--- src/rtl/pair_issue.sv ---
module pair_issue #(
  parameter int RW = 5
) (
  input  logic          clk,
  input  logic          rst_n,
  input  logic          stall_i,
  input  logic          a_valid_i,
  input  logic [3:0]    a_class_i,
  input  logic          a_we_i,
  input  logic [RW-1:0] a_dst_i,
  input  logic          b_valid_i,
  input  logic [3:0]    b_class_i,
  input  logic          b_we_i,
  input  logic [RW-1:0] b_dst_i,
  input  logic [1:0]    b_rd_en_i,
  input  logic [RW-1:0] b_src0_i,
  input  logic [RW-1:0] b_src1_i,
  output logic          prim_valid_o,
  output logic          sec_valid_o,
  output logic [3:0]    prim_class_o,
  output logic [3:0]    sec_class_o,
  output logic [1:0]    consumed_o
);
  localparam logic [3:0] K_LD = 4'd0, K_ST = 4'd1, K_ALU = 4'd2, K_BR = 4'd3,
                         K_CO = 4'd4, K_VST = 4'd5;

  function automatic logic sec_capable(input logic [3:0] c);
    return c inside {K_LD, K_ST, K_ALU, K_BR, K_CO, K_VST};
  endfunction

  function automatic logic uses_dport(input logic [3:0] c);
    return c inside {K_LD, K_ST, K_CO, K_VST};
  endfunction

  logic raw_hit, waw_hit, pair_ok, go_a, go_b;

  assign raw_hit = a_we_i && ((b_rd_en_i[0] && b_src0_i == a_dst_i) ||
                              (b_rd_en_i[1] && b_src1_i == a_dst_i));
  assign waw_hit = a_we_i && b_we_i && (b_dst_i == a_dst_i);

  assign pair_ok = b_valid_i && sec_capable(b_class_i) && (a_class_i != K_BR) &&
                   !(uses_dport(a_class_i) && uses_dport(b_class_i)) &&
                   !raw_hit && !waw_hit;

  assign go_a = !stall_i && a_valid_i;
  assign go_b = go_a && pair_ok;

  always_ff @(posedge clk) begin
    if (!rst_n) begin
      prim_valid_o <= 1'b0;
      sec_valid_o  <= 1'b0;
      prim_class_o <= '0;
      sec_class_o  <= '0;
      consumed_o   <= '0;
    end else begin
      prim_valid_o <= go_a;
      sec_valid_o  <= go_b;
      prim_class_o <= go_a ? a_class_i : '0;
      sec_class_o  <= go_b ? b_class_i : '0;
      consumed_o   <= {1'b0, go_a} + {1'b0, go_b};
    end
  end
endmodule

--- config.mk ---
export PLATFORM = sky130hd
export DESIGN_NAME = pair_issue
export DESIGN_NICKNAME = d
export VERILOG_FILES = /design/src/rtl/pair_issue.sv
export SDC_FILE = /design/constraint.sdc
export NUM_CORES = 1
export LEC_CHECK = 0
export BUFFER_PORTS_ARGS = -buffer_cell sky130_fd_sc_hd__clkbuf_2
export CORE_MARGIN = 4
export CORE_UTILIZATION = 35
export CTS_CLUSTER_SIZE = 10
export DETAILED_ROUTE_END_ITERATION = 16
export HOLD_SLACK_MARGIN = 0.08
export PLACE_DENSITY = 0.8
export SLEW_MARGIN = 20
export SYNTH_ARGS = -nofsm -noshare
export SYNTH_HDL_FRONTEND = slang
export SYNTH_SLANG_ARGS = --single-unit
--- constraint.sdc ---
create_clock -name clk -period 1.4 [get_ports clk]
set_input_delay 0.28 -clock clk [delete_from_list [all_inputs] [get_ports clk]]
set_output_delay 0.28 -clock clk [all_outputs]
set_load 0.05 [all_outputs]
==> impl_metrics.ini <==
[grt]
antenna_found_initial = 0
busiest_layer = met2
use_met2_pct = 20.3
grt_pass1_vias = 498
grt.total_usage_pct = 12.4
grt_pass1_wl_um = 1980
grt_util_met1_pct = 16.2
grt_overflow_total = 0
grt_max_degree = 8
grt_use_met3_pct = 1.88

[worst_setup_path]
slowest_stage = dfxtp_1
critical_path.startpoint = sec_valid_o$_SDFF_PN0_
cp-start-kind = flop
cp_num_cells = 1
cp_cell_sequence = clkbuf_2
path_delay_family = flip-flops
critPathKind = flop to output port
worst_ep_arrival_time_ns = 0.85
crit_buf_inv = 1
cp_max_fo = 2
cpPeakStageDelay_ns = 0.33
critPathRequiredTime_ns = 1.12
cp-end-kind = output port
worstSetupEndpoint = sec_valid_o

[logic_synthesis]
synth_cells = 55
synth_top_cell_by_area = dfxtp_1
synth_area_leaders = dfxtp_1 40%, xnor2_1 18%, xor2_1 6.4%
yosysWarningCount = 0
ys.flop_type = dfxtp_1
syn_nets = 92
syn_area_um2 = 546
synth-edff-count = 0
syn_avg_cell_area_um2 = 9.92
yosys-top-cells-count = 11 x dfxtp_1, 11 x xnor2_1, 4 x and2_1, 4 x xor2_1
synth_cell_types = 22
synth_top_cell_area_share_pct = 40.4
async_flop_share_pct = 0
synth-seq-cells = 11
ys_seq_area_share_pct = 40.4

[clock_network]
cts.sinks = 11
ctsResizeCount = 0
cts-buffers-inserted = 3
cts_buffer_depth = 2
clk_pin_slew_ns = 0.07
tritoncts = done
htreeDepth = 1
cts_root_buffer = clkbuf_4
cts_setup_buffers = 0
postCtsHoldBufs = 0

[min_path]
hold_class = input port to flop
min_from = a_class_i[0]

[routing]
first_pass_iters = 4
ant_nets = 0
vias = 524
totalWireLength_um = 1340
drt_iter0_markers = 5
drcViolationCount = 0
vias_per_cell = 4.37
wl_per_cell_um = 11.1

[sta]
timing.final.crit_share_pct = 80.7
finalMaxSlewViolations = 0
min_period_ns = 1.13
tns_ns = 0
fin_ws_ns = 0.270
hold_violations = 0
rsz0062_at_grt = false
setup-violations-final = 0
fmax_mhz = 885

[die]
ioPinCount = 49
num_rows = 13
dieArea_mm2 = 0.00225
start_util_pct = 39.5
die_h_um = 47.5
fp.dieW_um = 47.5
core_area_mm2 = 0.00138

[power]
internal_power_uw = 510
pwr-share-seq_pct = 46.7
power_frac_comb_pct = 24.1
switchingPower_uw = 181
power_frac_clock_pct = 29.3
power_switching_share_pct = 26.2
p_leak_nw = 0.412
cellPowerDensity_mw_per_mm2 = 843
vdd_drop_max_uv = 443

[place]
dp_slack_ns = 0.0326
io_buffers = 48
place_congestion = 0.800
dpl.hpwl_um = 1230

[cells_and_area]
layout.nets = 143
antennaDiodeCount = 0
multi_input_area_um2 = 307
area_growth_pct = 50.2
drive_gt1_share_pct = 52.4
seq_area_um2 = 220
fillerInstances = 128

[status]
status = finished clean

[job]
maxCapViolations = 0
metrics by stage:
stage	hold WS (ns)	cells	instance area [µm²]	util (%)	total power, mW
floorplan	0.402	55	546	-	0.421
global placement	0.501	116	793	57.4	0.495
detailed placement	0.505	116	793	57.4	0.497
CTS	0.239	120	820	59.3	0.700
global route	0.240	120	820	59.3	0.726
finish	0.245	120	820	59.3	0.691
layout by cell type, fill, tap and decap left out, types with 2 or more instances in the layout:
cell       n
nand4_1    2
nand3_1    3
clkbuf_2  48
and2_1     4
nand2_1    2
nor3b_1    3
clkbuf_4   3
inv_1      2
dfxtp_1   11
xnor2_1   11
xor2_1     4
kinds of logic (layout without fill, tap and decap cells):
family / Yosys count / after routing / share of synthesized area (%)
compound gates: 6 / 6 / 10.6
xor+xnor: 15 / 15 / 24.1
buf+inv: 4 / 54 / 3.44
flops: 11 / 11 / 40.4
other cells: 1 / 1 / 0.687
simple gates: 18 / 18 / 20.9
layout make-up:
type / instances / share of cell area, %
inverter: 2 / 0.916
multi-input combinational: 40 / 37.4
clock buffer: 4 / 3.21
sequential: 11 / 26.9
timing repair buffer: 48 / 29.3
tap: 15 / 2.29
power by group through the flow:
stage / Combinational, mW / Clock, mW / Sequential [mW]
CTS: 0.168 / 0.209 / 0.322
finish: 0.166 / 0.202 / 0.323
floorplan: 0.0625 / 0 / 0.358
global route: 0.182 / 0.221 / 0.323
detailed placement: 0.167 / 0 / 0.330
global placement: 0.165 / 0 / 0.330
sequential cells by signal (all words and copies together) (netlist names):
signal and cells:
sec_class_o 4, sec_valid_o 1, prim_valid_o 1, prim_class_o 4, consumed_o 1
worst min path at each step:
| stage | endpoint | cells past startpoint | slack, ns |
|---|---|---|---|
| floorplan | prim_class_o[0]$_SDFF_PN0_ | 1 | 0.40 |
| global placement | prim_class_o[0]$_SDFF_PN0_ | 2 | 0.50 |
| detailed placement | prim_class_o[0]$_SDFF_PN0_ | 2 | 0.51 |
| CTS | prim_class_o[0]$_SDFF_PN0_ | 2 | 0.24 |
| global route | prim_class_o[0]$_SDFF_PN0_ | 2 | 0.24 |
| finish | prim_class_o[0]$_SDFF_PN0_ | 2 | 0.24 |
routing by layer:
metal | wire (µm) | part of all wire, % | vias to the layer above
met5 | 0 | 0 | -
met4 | 0 | 0 | 0
met3 | 74 | 5.5 | 0
met2 | 717 | 54 | 14
met1 | 544 | 41 | 222
li1 | - | - | 288
No activity file was read; power rests on OpenSTA's default activity.
